File: config.mk
export PLATFORM = sky130hd
export DESIGN_NAME = timer_capture_unit
export DESIGN_NICKNAME = d
export VERILOG_FILES = /design/src/rtl/tcu_pkg.sv /design/src/rtl/tcu_prescaler.sv /design/src/rtl/tcu_timebase.sv /design/src/rtl/tcu_capture_chan.sv /design/src/rtl/timer_capture_unit.sv
export SDC_FILE = /design/constraint.sdc
export NUM_CORES = 1
export LEC_CHECK = 0
export BUFFER_PORTS_ARGS = -buffer_cell sky130_fd_sc_hd__buf_2
export CAP_MARGIN = 20
export CORE_ASPECT_RATIO = 1.4
export CORE_UTILIZATION = 63
export CTS_BUF_LIST = sky130_fd_sc_hd__clkbuf_4
export DETAILED_ROUTE_END_ITERATION = 12
export GPL_ROUTABILITY_DRIVEN = 0
export HOLD_SLACK_MARGIN = 0.05
export PLACE_DENSITY_LB_ADDON = 0.3
export SLEW_MARGIN = 20
export SYNTH_ARGS = -nofsm -noshare
export SYNTH_HDL_FRONTEND = slang
export SYNTH_SLANG_ARGS = --single-unit
File: constraint.sdc
create_clock -name clk -period 8 [get_ports clk]
set_input_delay 1.6 -clock clk [delete_from_list [all_inputs] [get_ports clk]]
set_output_delay 1.6 -clock clk [all_outputs]
set_load 0.02 [all_outputs]
File: src/rtl/tcu_pkg.sv
package tcu_pkg;

  localparam int unsigned ADDR_W = 4;
  localparam int unsigned DATA_W = 16;

  localparam logic [ADDR_W-1:0] ADDR_CTRL   = 4'h0;
  localparam logic [ADDR_W-1:0] ADDR_DIR    = 4'h1;
  localparam logic [ADDR_W-1:0] ADDR_EDGE   = 4'h2;
  localparam logic [ADDR_W-1:0] ADDR_IEN    = 4'h3;
  localparam logic [ADDR_W-1:0] ADDR_CHFLAG = 4'h4;
  localparam logic [ADDR_W-1:0] ADDR_OVF    = 4'h5;
  localparam logic [ADDR_W-1:0] ADDR_COUNT  = 4'h6;

  typedef enum logic [1:0] {
    CKSEL_BUS    = 2'b00,
    CKSEL_ACC    = 2'b01,
    CKSEL_ACC_LO = 2'b10,
    CKSEL_ACC_HI = 2'b11
  } cksel_e;

  localparam int unsigned CTRL_W = 5;

  typedef struct packed {
    logic   ovf_ie;
    cksel_e sel;
    logic   fast_clr;
    logic   run;
  } ctrl_t;

endpackage

File: src/rtl/tcu_prescaler.sv
module tcu_prescaler import tcu_pkg::*; #(
  parameter int unsigned LO_SHIFT    = 8,
  parameter int unsigned HI_SHIFT    = 16,
  parameter int unsigned SYNC_STAGES = 2
) (
  input  logic   clk,
  input  logic   rst_n,
  input  logic   acc_clk,
  input  cksel_e sel,
  output logic   tick
);

  logic [SYNC_STAGES-1:0] acc_sync_q;
  logic                   acc_last_q;
  logic                   acc_rise;
  logic [HI_SHIFT-1:0]    div_q;
  logic [HI_SHIFT-1:0]    div_d;
  logic                   lo_wrap;
  logic                   hi_wrap;

  assign acc_rise = acc_sync_q[SYNC_STAGES-1] & ~acc_last_q;
  assign lo_wrap  = &div_q[LO_SHIFT-1:0];
  assign hi_wrap  = &div_q;

  always_comb begin
    div_d = div_q + HI_SHIFT'(1);
  end

  always_comb begin
    unique case (sel)
      CKSEL_BUS:    tick = 1'b1;
      CKSEL_ACC:    tick = acc_rise;
      CKSEL_ACC_LO: tick = acc_rise & lo_wrap;
      CKSEL_ACC_HI: tick = acc_rise & hi_wrap;
      default:      tick = 1'b0;
    endcase
  end

  always_ff @(posedge clk or negedge rst_n) begin
    if (!rst_n) begin
      acc_sync_q <= '0;
      acc_last_q <= 1'b0;
    end else begin
      acc_sync_q <= {acc_sync_q[SYNC_STAGES-2:0], acc_clk};
      acc_last_q <= acc_sync_q[SYNC_STAGES-1];
    end
  end

  always_ff @(posedge clk or negedge rst_n) begin
    if (!rst_n) begin
      div_q <= '0;
    end else if (acc_rise) begin
      div_q <= div_d;
    end
  end

  AST_ACC_TICK_SPACED: assert property (@(posedge clk) disable iff (!rst_n)
    (sel != CKSEL_BUS && tick) |=> (!tick || sel == CKSEL_BUS));

endmodule

File: src/rtl/tcu_timebase.sv
module tcu_timebase #(
  parameter int unsigned CNT_W = 16
) (
  input  logic             clk,
  input  logic             rst_n,
  input  logic             adv,
  input  logic             ovf_clr,
  output logic [CNT_W-1:0] cnt,
  output logic             ovf
);

  logic [CNT_W-1:0] cnt_q;
  logic [CNT_W-1:0] cnt_d;
  logic             ovf_q;
  logic             ovf_d;
  logic             wrap;

  always_comb begin
    wrap  = adv && (cnt_q == '1);
    cnt_d = cnt_q + CNT_W'(1);
    ovf_d = wrap | (ovf_q & ~ovf_clr);
  end

  always_ff @(posedge clk or negedge rst_n) begin
    if (!rst_n) begin
      cnt_q <= '0;
    end else if (adv) begin
      cnt_q <= cnt_d;
    end
  end

  always_ff @(posedge clk or negedge rst_n) begin
    if (!rst_n) begin
      ovf_q <= 1'b0;
    end else begin
      ovf_q <= ovf_d;
    end
  end

  assign cnt = cnt_q;
  assign ovf = ovf_q;

  AST_WRAP_SETS_OVF: assert property (@(posedge clk) disable iff (!rst_n)
    (adv && cnt_q == '1) |=> (ovf_q && cnt_q == '0));

  AST_IDLE_HOLDS: assert property (@(posedge clk) disable iff (!rst_n)
    !adv |=> $stable(cnt_q));

  AST_OVF_CLEARED: assert property (@(posedge clk) disable iff (!rst_n)
    (ovf_clr && !(adv && cnt_q == '1)) |=> !ovf_q);

endmodule

File: src/rtl/tcu_capture_chan.sv
module tcu_capture_chan #(
  parameter int unsigned CNT_W       = 16,
  parameter int unsigned SYNC_STAGES = 2
) (
  input  logic             clk,
  input  logic             rst_n,
  input  logic             pin_in,
  input  logic             is_oc,
  input  logic [1:0]       edge_sel,
  input  logic             clr_req,
  input  logic [CNT_W-1:0] cnt,
  output logic [CNT_W-1:0] hold,
  output logic             flag
);

  logic [SYNC_STAGES-1:0] sync_q;
  logic                   last_q;
  logic                   pin_now;
  logic                   rise;
  logic                   fall;
  logic                   cap_hit;
  logic [CNT_W-1:0]       hold_q;
  logic                   flag_q;
  logic                   flag_d;

  always_comb begin
    pin_now = sync_q[SYNC_STAGES-1];
    rise    = pin_now & ~last_q;
    fall    = ~pin_now & last_q;
    cap_hit = ~is_oc & ((edge_sel[0] & rise) | (edge_sel[1] & fall));
    flag_d  = cap_hit | (flag_q & ~clr_req);
  end

  always_ff @(posedge clk or negedge rst_n) begin
    if (!rst_n) begin
      sync_q <= '0;
      last_q <= 1'b0;
    end else begin
      sync_q <= {sync_q[SYNC_STAGES-2:0], pin_in};
      last_q <= pin_now;
    end
  end

  always_ff @(posedge clk or negedge rst_n) begin
    if (!rst_n) begin
      hold_q <= '0;
    end else if (cap_hit) begin
      hold_q <= cnt;
    end
  end

  always_ff @(posedge clk or negedge rst_n) begin
    if (!rst_n) begin
      flag_q <= 1'b0;
    end else begin
      flag_q <= flag_d;
    end
  end

  assign hold = hold_q;
  assign flag = flag_q;

  AST_CAPTURE_LATCH: assert property (@(posedge clk) disable iff (!rst_n)
    cap_hit |=> (flag_q && hold_q == $past(cnt)));

  AST_OC_NO_CAPTURE: assert property (@(posedge clk) disable iff (!rst_n)
    is_oc |=> $stable(hold_q));

  AST_W1C_CLEARS: assert property (@(posedge clk) disable iff (!rst_n)
    (clr_req && !cap_hit) |=> !flag_q);

  AST_EDGE_OFF: assert property (@(posedge clk) disable iff (!rst_n)
    (edge_sel == 2'b00 && !flag_q) |=> !flag_q);

endmodule

File: src/rtl/timer_capture_unit.sv
module timer_capture_unit import tcu_pkg::*; #(
  parameter int unsigned NCH         = 8,
  parameter int unsigned CNT_W       = 16,
  parameter int unsigned LO_SHIFT    = 8,
  parameter int unsigned HI_SHIFT    = 16,
  parameter int unsigned SYNC_STAGES = 2
) (
  input  logic              clk,
  input  logic              rst_n,
  input  logic [NCH-1:0]    cap_pins,
  input  logic              acc_clk,
  input  logic [ADDR_W-1:0] addr,
  input  logic              wr_en,
  input  logic              rd_en,
  input  logic [DATA_W-1:0] wdata,
  output logic [DATA_W-1:0] rdata,
  output logic [NCH-1:0]    irq_ch,
  output logic              irq_ovf
);

  localparam int unsigned EDGE_W = 2 * NCH;

  logic [1:0]       rst_pipe_q;
  logic             core_rst_n;

  ctrl_t            ctrl_q, ctrl_d;
  logic [NCH-1:0]   dir_q, dir_d;
  logic [NCH-1:0]   ien_q, ien_d;
  logic [EDGE_W-1:0] edge_q, edge_d;

  logic             wr_ctrl, wr_dir, wr_edge, wr_ien, wr_flag, wr_ovf;
  logic             cnt_access;
  logic             fc_clr;
  logic             ovf_clr;
  logic [NCH-1:0]   clr_vec;

  logic             tick;
  logic             adv;
  logic [CNT_W-1:0] cnt;
  logic             ovf;

  logic [CNT_W-1:0] hold_w [NCH];
  logic [NCH-1:0]   flag_w;

  // reset: asserted at once, released after two clock edges
  always_ff @(posedge clk or negedge rst_n) begin
    if (!rst_n) begin
      rst_pipe_q <= '0;
    end else begin
      rst_pipe_q <= {rst_pipe_q[0], 1'b1};
    end
  end
  assign core_rst_n = rst_pipe_q[1];

  // register write decode
  always_comb begin
    wr_ctrl    = wr_en && (addr == ADDR_CTRL);
    wr_dir     = wr_en && (addr == ADDR_DIR);
    wr_edge    = wr_en && (addr == ADDR_EDGE);
    wr_ien     = wr_en && (addr == ADDR_IEN);
    wr_flag    = wr_en && (addr == ADDR_CHFLAG);
    wr_ovf     = wr_en && (addr == ADDR_OVF);
    cnt_access = (wr_en || rd_en) && (addr == ADDR_COUNT);
    fc_clr     = cnt_access && ctrl_q.fast_clr;
    ovf_clr    = (wr_ovf && wdata[0]) || fc_clr;
    clr_vec    = wr_flag ? wdata[NCH-1:0] : '0;
  end

  always_comb begin
    ctrl_d = ctrl_t'(wdata[CTRL_W-1:0]);
    dir_d  = wdata[NCH-1:0];
    ien_d  = wdata[NCH-1:0];
    edge_d = wdata[EDGE_W-1:0];
  end

  always_ff @(posedge clk or negedge core_rst_n) begin
    if (!core_rst_n) begin
      ctrl_q <= '0;
    end else if (wr_ctrl) begin
      ctrl_q <= ctrl_d;
    end
  end

  always_ff @(posedge clk or negedge core_rst_n) begin
    if (!core_rst_n) begin
      dir_q <= '0;
    end else if (wr_dir) begin
      dir_q <= dir_d;
    end
  end

  always_ff @(posedge clk or negedge core_rst_n) begin
    if (!core_rst_n) begin
      ien_q <= '0;
    end else if (wr_ien) begin
      ien_q <= ien_d;
    end
  end

  always_ff @(posedge clk or negedge core_rst_n) begin
    if (!core_rst_n) begin
      edge_q <= '0;
    end else if (wr_edge) begin
      edge_q <= edge_d;
    end
  end

  tcu_prescaler #(
    .LO_SHIFT   (LO_SHIFT),
    .HI_SHIFT   (HI_SHIFT),
    .SYNC_STAGES(SYNC_STAGES)
  ) u_presc (
    .clk    (clk),
    .rst_n  (core_rst_n),
    .acc_clk(acc_clk),
    .sel    (ctrl_q.sel),
    .tick   (tick)
  );

  assign adv = ctrl_q.run & tick;

  tcu_timebase #(
    .CNT_W(CNT_W)
  ) u_tbase (
    .clk    (clk),
    .rst_n  (core_rst_n),
    .adv    (adv),
    .ovf_clr(ovf_clr),
    .cnt    (cnt),
    .ovf    (ovf)
  );

  for (genvar g = 0; g < NCH; g++) begin : g_chan
    tcu_capture_chan #(
      .CNT_W      (CNT_W),
      .SYNC_STAGES(SYNC_STAGES)
    ) u_chan (
      .clk     (clk),
      .rst_n   (core_rst_n),
      .pin_in  (cap_pins[g]),
      .is_oc   (dir_q[g]),
      .edge_sel(edge_q[2*g +: 2]),
      .clr_req (clr_vec[g]),
      .cnt     (cnt),
      .hold    (hold_w[g]),
      .flag    (flag_w[g])
    );
  end

  assign irq_ch  = flag_w & ien_q;
  assign irq_ovf = ovf & ctrl_q.ovf_ie;

  // read mux, combinational
  always_comb begin
    rdata = '0;
    if (addr[ADDR_W-1]) begin
      for (int i = 0; i < NCH; i++) begin
        if (addr[ADDR_W-2:0] == (ADDR_W-1)'(i)) rdata[CNT_W-1:0] = hold_w[i];
      end
    end else begin
      unique case (addr)
        ADDR_CTRL:   rdata[CTRL_W-1:0] = ctrl_q;
        ADDR_DIR:    rdata[NCH-1:0]    = dir_q;
        ADDR_EDGE:   rdata[EDGE_W-1:0] = edge_q;
        ADDR_IEN:    rdata[NCH-1:0]    = ien_q;
        ADDR_CHFLAG: rdata[NCH-1:0]    = flag_w;
        ADDR_OVF:    rdata[0]          = ovf;
        ADDR_COUNT:  rdata[CNT_W-1:0]  = cnt;
        default:     rdata             = '0;
      endcase
    end
  end

  AST_FAST_CLEAR: assert property (@(posedge clk) disable iff (!core_rst_n)
    fc_clr |=> (!ovf || cnt == '0));

  AST_COUNT_WRITE_IGNORED: assert property (@(posedge clk) disable iff (!core_rst_n)
    (cnt_access && !adv) |=> $stable(cnt));

endmodule

==> flow_metrics.py <==
metrics = {
    "outcome": {
        "run_status": "complete, but fails checks",
        "failed_checks": "design-rule violations",
    },
    "power": {
        "p_clk_share_pct": 31.7,
        "p_int_mw": 2.07,
        "power_frac_comb_pct": 17.1,
        "total_leakage_power_nw": 5.60,
        "p_per_area_nw_per_um2": 250,
        "swShare_pct": 29.9,
        "seq_power_share_pct": 51.2,
        "p_sw_mw": 0.885,
        "irDropWorstVdd_mv": 0.112,
        "power_mw": 2.96,
    },
    "cts": {
        "cts_buffers": 55,
        "clock-root-buffer": "clkbuf_4",
        "cts-resized-gates": 0,
        "cts_sinks": 235,
        "worstSkewPairLatency_ps": 710,
        "path_clk_slew_ps": 70,
        "postCtsSetupBuffers": 0,
        "htreeDepth": 2,
        "cts.path.max_buffers": 3,
        "cts_hold_buffers": 0,
        "cts_tree": "yes",
    },
    "final_layout": {
        "fillCellCount": 1189,
        "layout.cells.most_common_list": "dfrtp_1, mux2_2, clkbuf_4, nand2_1, buf_2",
        "finalCoreUtilization_pct": 70.8,
        "final_common_cell": "dfrtp_1",
        "syn2layout_area_growth_pct": 10.4,
        "layout-drive-gt1-share_pct": 37.0,
        "num-nets-final": 952,
        "final_cell_area_um2": 11900,
    },
    "logic_synthesis": {
        "async_flop_share_pct": 100,
        "yosysTopAreaCellShare_pct": 54.8,
        "ys.flop_type": "dfrtp_1",
        "synth_top_family_by_area": "multiplexers",
        "syn_inst": 849,
        "synth_edf_count": 0,
        "ys_top_cells_by_area": "dfrtp_1, mux2_2, mux2i_1, nand2_1, xor2_1",
        "synth_nets": 884,
        "yosys.area_share.adder_pct": 0.233,
        "synth-compound-area-share_pct": 7.61,
        "seq_area_frac_synth_pct": 54.8,
        "ys_seq_elements": 235,
        "synth_cell_types": 60,
        "avgSynthCellArea_um2": 12.7,
        "synthXorXnorAreaFrac_pct": 2.45,
        "ys_warn_count": 0,
        "syn_area_um2": 10700,
        "yosys.area.top_type": "dfrtp_1",
        "synth_mux_area_share_pct": 23.0,
        "synthSimpleGateAreaFrac_pct": 9.39,
    },
    "worst_setup_path": {
        "crit_top_cell": "buf_2",
        "critical_path_class": "input pin to output port",
        "critPathMaxStageDelay_ps": 640,
        "crit_chain": "buf_2 -> buf_4 -> and2_1 -> and3_1 -> inv_1 -> o22ai_1 -> a31oi_1 -> buf_2",
        "cp.required_ps": 6400,
        "cp_max_fo": 34,
        "cp.arrival_ps": 4450,
        "path_delay_family": "buffers and inverters",
        "worst-path-buf-inv": 4,
        "worst_setup_path_start_kind": "input pin",
        "worst_path_max_delay_cell": "and2_1",
        "crit_path_end_kind": "output port",
    },
    "route": {
        "via_count": 7256,
        "wl_per_cell_um": 21.9,
        "wl_um": 25400,
        "detail-route-antenna-nets": 0,
        "first_iter_violations": 602,
        "highest_layer": "met4",
        "drcViolationCount": 4,
        "routed-wl-met2_um": 13000,
        "first_pass_iters": 9,
        "dr_wl_met3_um": 1210,
        "vias_per_cell": 6.26,
        "m1WireLength_um": 9880,
    },
    "grt": {
        "antenna_found_initial": 1,
        "grt_pass1_vias": 7851,
        "grt_pass1_wl_um": 40700,
        "track_usage_pct": 30.4,
        "grt_max_degree": 172,
        "gr-total-overflow": 0,
    },
    "sta": {
        "fmax_mhz": 165,
        "finClkSkew_ps": 58.7,
        "relSlewSlack_pct": 23.8,
        "setup_viol": 0,
        "worstMarginPinSlew_ps": 1140,
        "final.setup.tns_ps": 0,
        "setup_ws_ps": 1950,
        "hold_viol": 0,
        "post-route-period-util_pct": 75.6,
        "drv_slew": 0,
        "rsz0062_at_grt": "no",
        "period_needed_ps": 6050,
    },
    "floorplanning": {
        "dieArea_um2": 17600,
        "die_w_um": 112,
        "io_pins": 58,
        "initial_utilization_pct": 64.1,
        "rows": 56,
        "die_h_um": 156,
        "core_area_um2": 16700,
    },
    "placed_design": {
        "hpwl_um": 16900,
        "placedInstanceArea_um2": 11200,
        "portBuffers": 57,
        "dp_slack_ps": 2010,
    },
    "flow_run": {
        "cap_viol_max_count": 0,
    },
    "min_path": {
        "hp-class": "flip-flop to flip-flop",
    },
}
## metrics by stage
step | hold WS [ps] | std cells
global placement | 333 | 1063
detailed placement | 338 | 1063
global route | 350 | 1160
floorplan | 331 | 849
CTS | 334 | 1159
finish | 331 | 1160
## path summary, 6_finish.rpt
check / from / to / slack [ps] / depth (start not counted)
max in group asynchronous: rst_pipe_q[1]$_DFF_PN0_ / g_chan[0].u_chan.hold[12]$_DFFE_PN0P_ / 6150 / 1
worst max register to register: g_chan[6].u_chan.last_q$_DFF_PN0_ / g_chan[6].u_chan.hold[3]$_DFFE_PN0P_ / 5980 / 3
worst min register to register: g_chan[3].u_chan.sync_q[0]$_DFF_PN0_ / g_chan[3].u_chan.sync_q[1]$_DFF_PN0_ / 330 / 0
worst max-delay path: addr[1] / rdata[7] / 1950 / 8
min in group asynchronous: rst_pipe_q[1]$_DFF_PN0_ / edge_q[11]$_DFFE_PN0P_ / 400 / 0
worst min-delay path: g_chan[3].u_chan.sync_q[0]$_DFF_PN0_ / g_chan[3].u_chan.sync_q[1]$_DFF_PN0_ / 330 / 0
## power by group through the flow
stage,combinational (mW),clock [mW],sequential (mW)
after CTS,0.506,0.958,1.52
after detailed placement,0.504,0,1.54
final,0.505,0.938,1.52
after global routing,0.544,1.02,1.54
after floorplan,0.396,0,1.46
after global placement,0.479,0,1.52
## routing by layer
metal	track usage, %	vias to the layer above
met4	18.3	0
met1	35.9	3703
met5	0	-
met2	52.4	252
li1	-	3221
met3	5.11	80
## layout make-up
class | count | area, um2 | share of cell area, %
Inverter | 7 | 26.3 | 0.222
Clock inverter | 17 | 90.1 | 0.760
Timing Repair Buffer | 66 | 365 | 3.08
Multi-Input combinational cell | 552 | 4640 | 39.1
Tap cell | 203 | 254 | 2.14
Clock buffer | 79 | 593 | 5.00
Antenna cell | 1 | 2.50 | 0.0211
Sequential cell | 235 | 5880 | 49.6
## cell usage after synthesis, types with 3 or more instances
cell and count:
a211oi_1 3, a21o_1 8, a21oi_1 26, a221oi_1 4, a22oi_1 5, a31oi_1 4
and2_1 11, and3_1 6, buf_2 22, clkbuf_1 30, dfrtp_1 235, inv_1 7
mux2_2 183, mux2i_1 32, mux4_2 3, nand2_1 61, nand2b_1 6, nand3_1 10
nand3b_1 17, nand4_1 6, nor2_1 35, nor2b_1 6, nor3_1 6, nor4_1 3
nor4_4 4, nor4b_1 3, o211ai_1 9, o21a_1 4, o21ai_0 14, o221ai_1 9
o22ai_1 16, xnor2_1 10, xor2_1 20
## logic make-up after synthesis
| logic type | Yosys count |
|---|---|
| flip-flops | 235 |
| multiplexers | 219 |
| AND/OR/NAND/NOR | 182 |
| AO/OA/AOI/OAI | 118 |
| buffers and inverters | 62 |
| XOR/XNOR | 30 |
| adder cells (fa/ha/maj) | 2 |
| other | 1 |
## flip-flops by register name, indices dropped and copies added, names as in the netlist
signal	cells
g_chan.u_chan.hold	128
edge_q	16
g_chan.u_chan.sync_q	16
u_presc.div_q	16
u_tbase.cnt	16
dir_q	8
g_chan.u_chan.flag	8
g_chan.u_chan.last_q	8
ien_q	8
ctrl_q	5
rst_pipe_q	2
u_presc.acc_sync_q	2
u_presc.acc_last_q	1
u_tbase.ovf	1
No activity file was read; power rests on OpenSTA's default activity.
